===== config.mk =====
export PLATFORM = sky130hd
export DESIGN_NAME = amc_mem_ctrl
export DESIGN_NICKNAME = d
export VERILOG_FILES = /design/src/rtl/amc_pkg.sv /design/src/rtl/amc_addr_check.sv /design/src/rtl/amc_rmw_unit.sv /design/src/rtl/amc_resv_monitor.sv /design/src/rtl/amc_mem_ctrl.sv
export SDC_FILE = /design/constraint.sdc
export NUM_CORES = 2
export LEC_CHECK = 0
export BUFFER_PORTS_ARGS = -buffer_cell sky130_fd_sc_hd__buf_2
export CAP_MARGIN = 10
export CORE_MARGIN = 2
export CORE_UTILIZATION = 35
export DETAILED_ROUTE_END_ITERATION = 16
export GPL_ROUTABILITY_DRIVEN = 0
export PLACE_DENSITY_LB_ADDON = 0.3
export SLEW_MARGIN = 20
export SYNTH_ARGS = -nofsm -noshare
export SYNTH_HDL_FRONTEND = slang
export SYNTH_SLANG_ARGS = --single-unit

===== constraint.sdc =====
create_clock -name clk -period 5.9 [get_ports clk]
set_input_delay 0 -clock clk [delete_from_list [all_inputs] [get_ports clk]]
set_output_delay 0 -clock clk [all_outputs]
set_load 0.01 [all_outputs]

===== src/rtl/amc_pkg.sv =====
`timescale 1ns/1ps
package amc_pkg;

    localparam int DATA_W = 64;
    localparam int LANES  = DATA_W / 8;

    typedef enum logic [2:0] {
        OP_READ      = 3'd0,
        OP_WRITE     = 3'd1,
        OP_RES_READ  = 3'd2,
        OP_COND_ST   = 3'd3,
        OP_SWAP      = 3'd4,
        OP_CMP_SWAP  = 3'd5
    } amc_op_e;

    localparam logic [2:0] OP_LAST = 3'd5;

endpackage


===== src/rtl/amc_addr_check.sv =====
`timescale 1ns/1ps
module amc_addr_check #(
    parameter int              AW        = 16,
    parameter logic [AW-1:0]   BASE_ADDR = 16'h0100,
    parameter int              DEPTH     = 16,
    parameter int              IDX_W     = 4
) (
    input  logic [AW-1:0]    addr,
    input  logic [1:0]       size,
    input  logic [2:0]       cmd,
    output logic             fault,
    output logic [IDX_W-1:0] idx,
    output logic [2:0]       lane,
    output logic [7:0]       be
);
    import amc_pkg::*;

    localparam logic [AW:0] LO_X = {1'b0, BASE_ADDR};
    localparam logic [AW:0] HI_X = LO_X + (AW+1)'(DEPTH * 8);

    logic [AW:0] addr_x;
    logic [AW:0] span_x;
    logic [AW:0] end_x;
    logic [AW:0] off_x;
    logic [3:0]  nbytes;
    logic        in_window;
    logic        aligned;
    logic        cmd_known;
    logic        narrow_cas;

    always_comb begin
        addr_x    = {1'b0, addr};
        span_x    = '0;
        span_x[3:0] = 4'd1 << size;
        end_x     = addr_x + span_x;
        off_x     = addr_x - LO_X;
        nbytes    = 4'd1 << size;
        lane      = addr[2:0];
        idx       = off_x[IDX_W+2:3];
        in_window = (addr_x >= LO_X) && (end_x <= HI_X);
        unique case (size)
            2'd0:    aligned = 1'b1;
            2'd1:    aligned = (addr[0] == 1'b0);
            2'd2:    aligned = (addr[1:0] == 2'b00);
            default: aligned = (addr[2:0] == 3'b000);
        endcase
        cmd_known  = (cmd <= OP_LAST);
        narrow_cas = (cmd == OP_CMP_SWAP) && (size < 2'd2);
        fault      = !in_window || !aligned || !cmd_known || narrow_cas;
    end

    for (genvar g = 0; g < LANES; g++) begin : g_be
        assign be[g] = (4'(g) >= {1'b0, lane}) && (4'(g) < ({1'b0, lane} + nbytes));
    end

endmodule


===== src/rtl/amc_rmw_unit.sv =====
`timescale 1ns/1ps
module amc_rmw_unit (
    input  logic [63:0] old_word,
    input  logic [2:0]  lane,
    input  logic [1:0]  size,
    input  logic [7:0]  be,
    input  logic [63:0] wdata,
    input  logic [63:0] cmp,
    output logic [63:0] old_val,
    output logic [63:0] merged,
    output logic        cmp_eq
);
    import amc_pkg::*;

    logic [63:0] size_mask;
    logic [63:0] shifted;
    logic [5:0]  shamt;

    always_comb begin
        shamt = {lane, 3'b000};
        unique case (size)
            2'd0:    size_mask = 64'h0000_0000_0000_00FF;
            2'd1:    size_mask = 64'h0000_0000_0000_FFFF;
            2'd2:    size_mask = 64'h0000_0000_FFFF_FFFF;
            default: size_mask = '1;
        endcase
        old_val = (old_word >> shamt) & size_mask;
        shifted = wdata << shamt;
        cmp_eq  = (old_val == (cmp & size_mask));
    end

    for (genvar g = 0; g < LANES; g++) begin : g_merge
        assign merged[g*8 +: 8] = be[g] ? shifted[g*8 +: 8] : old_word[g*8 +: 8];
    end

endmodule


===== src/rtl/amc_resv_monitor.sv =====
`timescale 1ns/1ps
module amc_resv_monitor #(
    parameter int NCTX  = 4,
    parameter int CTX_W = 2,
    parameter int IDX_W = 4
) (
    input  logic             clk,
    input  logic             rst_n,
    input  logic             set_en,
    input  logic [CTX_W-1:0] set_ctx,
    input  logic [IDX_W-1:0] set_idx,
    input  logic             clr_en,
    input  logic [IDX_W-1:0] clr_idx,
    input  logic [CTX_W-1:0] chk_ctx,
    input  logic [IDX_W-1:0] chk_idx,
    output logic             chk_hit
);
    typedef struct packed {
        logic             valid;
        logic [IDX_W-1:0] idx;
    } resv_t;

    resv_t [NCTX-1:0] tab_d, tab_q;

    for (genvar g = 0; g < NCTX; g++) begin : g_entry
        always_comb begin
            tab_d[g] = tab_q[g];
            if (clr_en && tab_q[g].valid && (tab_q[g].idx == clr_idx)) begin
                tab_d[g].valid = 1'b0;
            end
            if (set_en && (set_ctx == CTX_W'(g))) begin
                tab_d[g].valid = 1'b1;
                tab_d[g].idx   = set_idx;
            end
        end
    end

    always_comb begin
        chk_hit = 1'b0;
        for (int i = 0; i < NCTX; i++) begin
            if ((chk_ctx == CTX_W'(i)) && tab_q[i].valid && (tab_q[i].idx == chk_idx)) begin
                chk_hit = 1'b1;
            end
        end
    end

    always_ff @(posedge clk) begin
        if (!rst_n) begin
            tab_q <= '0;
        end else begin
            tab_q <= tab_d;
        end
    end

endmodule


===== src/rtl/amc_mem_ctrl.sv =====
`timescale 1ns/1ps
module amc_mem_ctrl #(
    parameter int            AW        = 16,
    parameter logic [AW-1:0] BASE_ADDR = 16'h0100,
    parameter int            DEPTH     = 16,
    parameter int            NCTX      = 4,
    parameter int            LAT_W     = 4,
    parameter bit            ZERO_INIT = 1'b1,
    localparam int           CTX_W     = (NCTX > 1) ? $clog2(NCTX) : 1
) (
    input  logic             clk,
    input  logic             rst_n,
    input  logic [LAT_W-1:0] cfg_latency,
    input  logic             req_valid,
    output logic             req_ready,
    input  logic [2:0]       req_cmd,
    input  logic [AW-1:0]    req_addr,
    input  logic [1:0]       req_size,
    input  logic [CTX_W-1:0] req_ctx,
    input  logic [63:0]      req_wdata,
    input  logic [63:0]      req_cmp,
    input  logic             req_inhibit,
    output logic             rsp_valid,
    output logic [63:0]      rsp_rdata,
    output logic             rsp_err,
    output logic             rsp_sc_ok
);
    import amc_pkg::*;

    localparam int IDX_W = (DEPTH > 1) ? $clog2(DEPTH) : 1;

    typedef struct packed {
        logic                    busy;
        logic [LAT_W-1:0]        cnt;
        logic                    rsp_valid;
        logic [63:0]             rdata;
        logic                    err;
        logic                    sc_ok;
        logic [DEPTH-1:0][63:0]  mem;
    } ctrl_t;

    ctrl_t st_d, st_q;

    logic             fault;
    logic [IDX_W-1:0] idx;
    logic [2:0]       lane;
    logic [7:0]       be;
    logic [63:0]      old_word;
    logic [63:0]      old_val;
    logic [63:0]      merged;
    logic             cmp_eq;
    logic             resv_hit;
    logic             set_en;
    logic             clr_en;
    logic             accept;
    logic             do_op;
    logic             commit;
    logic [LAT_W-1:0] lat_eff;

    amc_addr_check #(
        .AW        (AW),
        .BASE_ADDR (BASE_ADDR),
        .DEPTH     (DEPTH),
        .IDX_W     (IDX_W)
    ) u_addr_check (
        .addr  (req_addr),
        .size  (req_size),
        .cmd   (req_cmd),
        .fault (fault),
        .idx   (idx),
        .lane  (lane),
        .be    (be)
    );

    assign old_word = st_q.mem[idx];

    amc_rmw_unit u_rmw (
        .old_word (old_word),
        .lane     (lane),
        .size     (req_size),
        .be       (be),
        .wdata    (req_wdata),
        .cmp      (req_cmp),
        .old_val  (old_val),
        .merged   (merged),
        .cmp_eq   (cmp_eq)
    );

    amc_resv_monitor #(
        .NCTX  (NCTX),
        .CTX_W (CTX_W),
        .IDX_W (IDX_W)
    ) u_resv (
        .clk     (clk),
        .rst_n   (rst_n),
        .set_en  (set_en),
        .set_ctx (req_ctx),
        .set_idx (idx),
        .clr_en  (clr_en),
        .clr_idx (idx),
        .chk_ctx (req_ctx),
        .chk_idx (idx),
        .chk_hit (resv_hit)
    );

    always_comb begin
        st_d    = st_q;
        accept  = req_valid && !st_q.busy;
        do_op   = accept && !req_inhibit;
        lat_eff = (cfg_latency == '0) ? LAT_W'(1) : cfg_latency;
        set_en  = 1'b0;
        clr_en  = 1'b0;
        commit  = 1'b0;

        st_d.rsp_valid = 1'b0;

        if (st_q.busy) begin
            if (st_q.cnt <= LAT_W'(1)) begin
                st_d.busy      = 1'b0;
                st_d.rsp_valid = 1'b1;
            end else begin
                st_d.cnt = st_q.cnt - LAT_W'(1);
            end
        end

        if (do_op) begin
            st_d.busy  = 1'b1;
            st_d.cnt   = lat_eff;
            st_d.rdata = '0;
            st_d.err   = fault;
            st_d.sc_ok = 1'b0;
            if (!fault) begin
                unique case (amc_op_e'(req_cmd))
                    OP_READ: begin
                        st_d.rdata = old_val;
                    end
                    OP_RES_READ: begin
                        st_d.rdata = old_val;
                        set_en     = 1'b1;
                    end
                    OP_WRITE: begin
                        commit = 1'b1;
                    end
                    OP_COND_ST: begin
                        clr_en     = 1'b1;
                        commit     = resv_hit;
                        st_d.sc_ok = resv_hit;
                    end
                    OP_SWAP: begin
                        st_d.rdata = old_val;
                        commit     = 1'b1;
                    end
                    OP_CMP_SWAP: begin
                        st_d.rdata = old_val;
                        commit     = cmp_eq;
                    end
                    default: begin
                        st_d.err = 1'b1;
                    end
                endcase
                if (commit) begin
                    clr_en          = 1'b1;
                    st_d.mem[idx]   = merged;
                end
            end
        end
    end

    always_ff @(posedge clk) begin
        if (!rst_n) begin
            st_q.busy      <= 1'b0;
            st_q.cnt       <= '0;
            st_q.rsp_valid <= 1'b0;
            st_q.rdata     <= '0;
            st_q.err       <= 1'b0;
            st_q.sc_ok     <= 1'b0;
            if (ZERO_INIT) begin
                st_q.mem <= '0;
            end
        end else begin
            st_q <= st_d;
        end
    end

    assign req_ready = !st_q.busy;
    assign rsp_valid = st_q.rsp_valid;
    assign rsp_rdata = st_q.rdata;
    assign rsp_err   = st_q.err;
    assign rsp_sc_ok = st_q.sc_ok;

endmodule


==> results.py <==
metrics = {
    "layout": {
        "mostFrequentLayoutCells": "1394 x sky130_fd_sc_hd__mux2i_1, 1275 x sky130_fd_sc_hd__nand2_1, 1116 x sky130_fd_sc_hd__dfxtp_1",
        "area_growth_syn_to_layout_pct": 15.1,
        "fillerInstances": 16200,
        "finalNetCount": 6367,
        "postLayoutCellArea_um2": 67400,
        "drive_gt1_share_pct": 18.1,
        "layout_commonest_cell": "sky130_fd_sc_hd__mux2i_1",
    },
    "logic_synthesis": {
        "share_of_flip_flops_with_an_asynchronous_set_or_reset_pct": 0,
        "synth.ff_latch_count": 1116,
        "synth_edf_count": 0,
        "synth_nets": 6212,
        "synth.avg_cell_area_um2": 9.68,
        "synth_seq_area_share_pct": 38.2,
        "post_synth_num_cell_types": 86,
        "ys.flop_type": "sky130_fd_sc_hd__dfxtp_1",
        "synthesis.area_um2": 58500,
        "post_synth_inst_count": 6047,
        "synth-warning-count": 0,
    },
    "min_path": {
        "worst_hold_path_type": "in2reg",
        "whs_endpoint": "rsp_sc_ok$_SDFFE_PN0P_",
        "hold_crit_start": "req_addr[15]",
        "hold-path-cell-count": 5,
    },
    "detailed_routing": {
        "drt-pass1-iter-count": 9,
        "antenna_viol_nets_final": 0,
        "drc": 0,
        "drt-total-wl_mm": 240,
        "wl_per_cell_um": 28.2,
        "post_drt_via_cell_ratio": 5.94,
        "routed-via-count": 50500,
        "1st_iter_drt_viols": 6876,
    },
    "timing": {
        "slew_at_the_pin_closest_to_its_max_slew_limit_ns": 1.22,
        "fin_worst_skew_ns": 0.0470,
        "drv_slew": 0,
        "fin_ws_ns": -0.0267,
        "slew_headroom_pct": 17.9,
        "final_setup_violating_endpoints": 15,
        "finalHoldViolCount": 0,
        "rsz0062_at_grt": "false",
        "clock.fmax_mhz": 169,
        "post_route_fraction_of_the_period_consumed_by_the_critical_path_pct": 100,
        "period_needed_ns": 5.93,
    },
    "die": {
        "die_w_um": 413,
        "placementRows": 150,
        "chipHeight_um": 413,
        "top_level_ports": 227,
        "die_area_um2": 170000,
        "start_util_pct": 35.1,
        "core_region_area_um2": 167000,
    },
    "worst_setup_path": {
        "timing.critical_path.slowest_stage_cell": "sky130_fd_sc_hd__a211oi_1",
        "critical_path_arrival_ns": 6.60,
        "critPathKind": "in2reg",
        "critical_path.endpoint_type": "flop",
        "critPathLaunchType": "input port",
        "critPathRequiredTime_ns": 6.57,
        "crit_path_cell_trace": "dlygate4sd3_1, buf_6, buf_4, or2_2, o22ai_1, a211oi_1, a221o_1, buf_4, nand2_1, a2111oi_0, nand4_1, o41ai_1, o21a_1, nand4_2, buf_12, a2111oi_2, buf_4, mux2i_1",
        "timing.critical_path.mode_cell": "sky130_fd_sc_hd__buf_4",
        "worst_path_maximum_fanout": 32,
        "r2r_slack_ns": 0.45,
        "ff2ff_path_depth": 16,
        "critical_path_s_largest_stage_delay_ns": 0.82,
    },
    "place": {
        "area_of_placed_instances_um2": 63000,
        "hpwl_mm": 169,
        "total_of_buffers_placed_on_input_and_output_ports": 226,
        "dp_worst_setup_slack_ns": 0.0656,
    },
    "grt": {
        "globalRouteTotalUtil_pct": 27.0,
        "via_count_of_the_first_global_routing_pass": 47200,
        "grt_pass1_wl_mm": 340,
        "global_route.overflow_total": 0,
        "largest_net_degree_at_the_start_of_global_routing": 212,
        "number_of_antenna_violations_at_the_first_check_in_global_routing": 20,
    },
    "run": {
        "cap_viol_max_count": 0,
    },
    "power_and_ir_drop": {
        "power_density_nw_per_um2": 262,
        "max-vdd-ir-drop_mv": 0.239,
        "power.leakage_nw": 23.6,
    },
    "cts": {
        "clock_latency_ns": 0.78,
        "clk_pin_slew_worst_paths_ns": 0.06,
        "cts_setup_buffers": 0,
        "clockRootBuffer": "sky130_fd_sc_hd__clkbuf_16",
        "cts_made_buffers": 115,
        "htree_levels": 3,
        "cts.path.max_buffers": 3,
        "tritoncts": "yes",
        "tritoncts_num_sinks": 1116,
    },
    "outcome": {
        "status": "finished, violations left",
        "violations": "negative setup slack",
    },
}
[timing repair]
action / in CTS / in global routing
endpoints found under the setup margin: 0 / 5
hold buffers: 27 / 0
resized for setup: 0 / 1
endpoints found under the hold margin: 108 / 0
[layout make-up]
type	instances	area, um^2	share of cell area, %
antenna	4	10.0	0.0149
clock buffer	155	3330	4.94
clock inverter	56	761	1.13
inverter	35	133	0.197
multi-input combinational	4295	32500	48.2
sequential	1116	22300	33.2
tap	2204	2760	4.09
timing repair buffer	639	5540	8.22
[metal layers]
layer / GRT usage (%) / share of wire (%) / vias up
li1: - / - / 21800
met1: 35.1 / 40 / 24700
met2: 39.1 / 41 / 3080
met3: 8.07 / 11 / 855
met4: 17.0 / 7.3 / 22
met5: 0 / 0.058 / -
[how the worst max path moves through the flow]
stage                      from  endpoint  slack (ns)
floorplan           req_addr[4]      flop        1.44
global placement    req_addr[3]      flop        0.06
finish              req_addr[3]      flop       -0.03
global route        req_addr[3]      flop        0.04
detailed placement  req_addr[5]      flop        0.07
CTS                 req_addr[3]      flop        0.27
[report_power, final]
| part | switching, mW | leakage (nW) | total, mW | internal [mW] |
|---|---|---|---|---|
| registers | 0.00260 | 8.98 | 7.54 | 7.54 |
| logic | 1.54 | 12.7 | 2.14 | 0.599 |
| clock network | 3.32 | 2.00 | 7.97 | 4.65 |
| total | 4.86 | 23.6 | 17.6 | 12.8 |
[cells by family after synthesis]
| family | share of synthesized area, % |
|---|---|
| DFF | 38.2 |
| adders and majority gates | 0.175 |
| xor gates and xnor gates | 0.718 |
| AOI/OAI and AO/OA | 9.71 |
| buffers and inverters | 6.51 |
| and+or+nand+nor | 12.7 |
| muxes | 32.0 |
[metrics by stage]
| stage | setup TNS, ns | total power [mW] | instances | hold slack [ns] | util [%] |
|---|---|---|---|---|---|
| 2_1_floorplan | 0 | 8.80 | 6047 | 0.136 | - |
| 3_3_place_gp | 0 | 9.69 | 8260 | 0.256 | 37.8 |
| 3_5_place_dp | 0 | 9.69 | 8261 | 0.267 | 37.8 |
| 4_1_cts | 0 | 17.6 | 8499 | 0.00125 | 40.4 |
| 5_1_grt | 0 | 18.0 | 8500 | 0.0645 | 40.4 |
| 6_report | -0.130 | 17.6 | 8504 | 0.0461 | 40.4 |
[synthesized netlist by cell type (27+ instances only)]
| cell | n | share of area [%] |
|---|---|---|
| sky130_fd_sc_hd__a22oi_1 | 149 | 1.9 |
| sky130_fd_sc_hd__mux4_2 | 153 | 5.9 |
| sky130_fd_sc_hd__nand2_1 | 1275 | 8.2 |
| sky130_fd_sc_hd__buf_8 | 45 | 1.2 |
| sky130_fd_sc_hd__buf_4 | 88 | 1.1 |
| sky130_fd_sc_hd__nand3_1 | 98 | 0.84 |
| sky130_fd_sc_hd__o211ai_1 | 66 | 0.85 |
| sky130_fd_sc_hd__inv_1 | 31 | 0.20 |
| sky130_fd_sc_hd__xor2_1 | 30 | 0.45 |
| sky130_fd_sc_hd__nand2b_1 | 27 | 0.29 |
| sky130_fd_sc_hd__buf_2 | 98 | 0.84 |
| sky130_fd_sc_hd__nor3_1 | 31 | 0.27 |
| sky130_fd_sc_hd__mux2i_1 | 1395 | 24 |
| sky130_fd_sc_hd__nor2_1 | 226 | 1.4 |
| sky130_fd_sc_hd__nor2b_1 | 29 | 0.31 |
| sky130_fd_sc_hd__o22ai_1 | 81 | 0.87 |
| sky130_fd_sc_hd__mux2_2 | 110 | 2.1 |
| sky130_fd_sc_hd__a211oi_1 | 27 | 0.35 |
| sky130_fd_sc_hd__o21ai_0 | 87 | 0.74 |
| sky130_fd_sc_hd__dfxtp_1 | 1116 | 38 |
| sky130_fd_sc_hd__a21oi_1 | 95 | 0.81 |
| sky130_fd_sc_hd__clkbuf_1 | 269 | 1.7 |
| sky130_fd_sc_hd__buf_6 | 61 | 1.2 |
| sky130_fd_sc_hd__buf_1 | 38 | 0.24 |
[worst max-delay path: cells and delay by family]
kind,cells,cell delay [ns]
compound gates,7,3.19
simple gates,4,0.69
mux,1,0.25
buf+inv,6,2.26
Note: power is estimated with default switching activity, not from simulation.
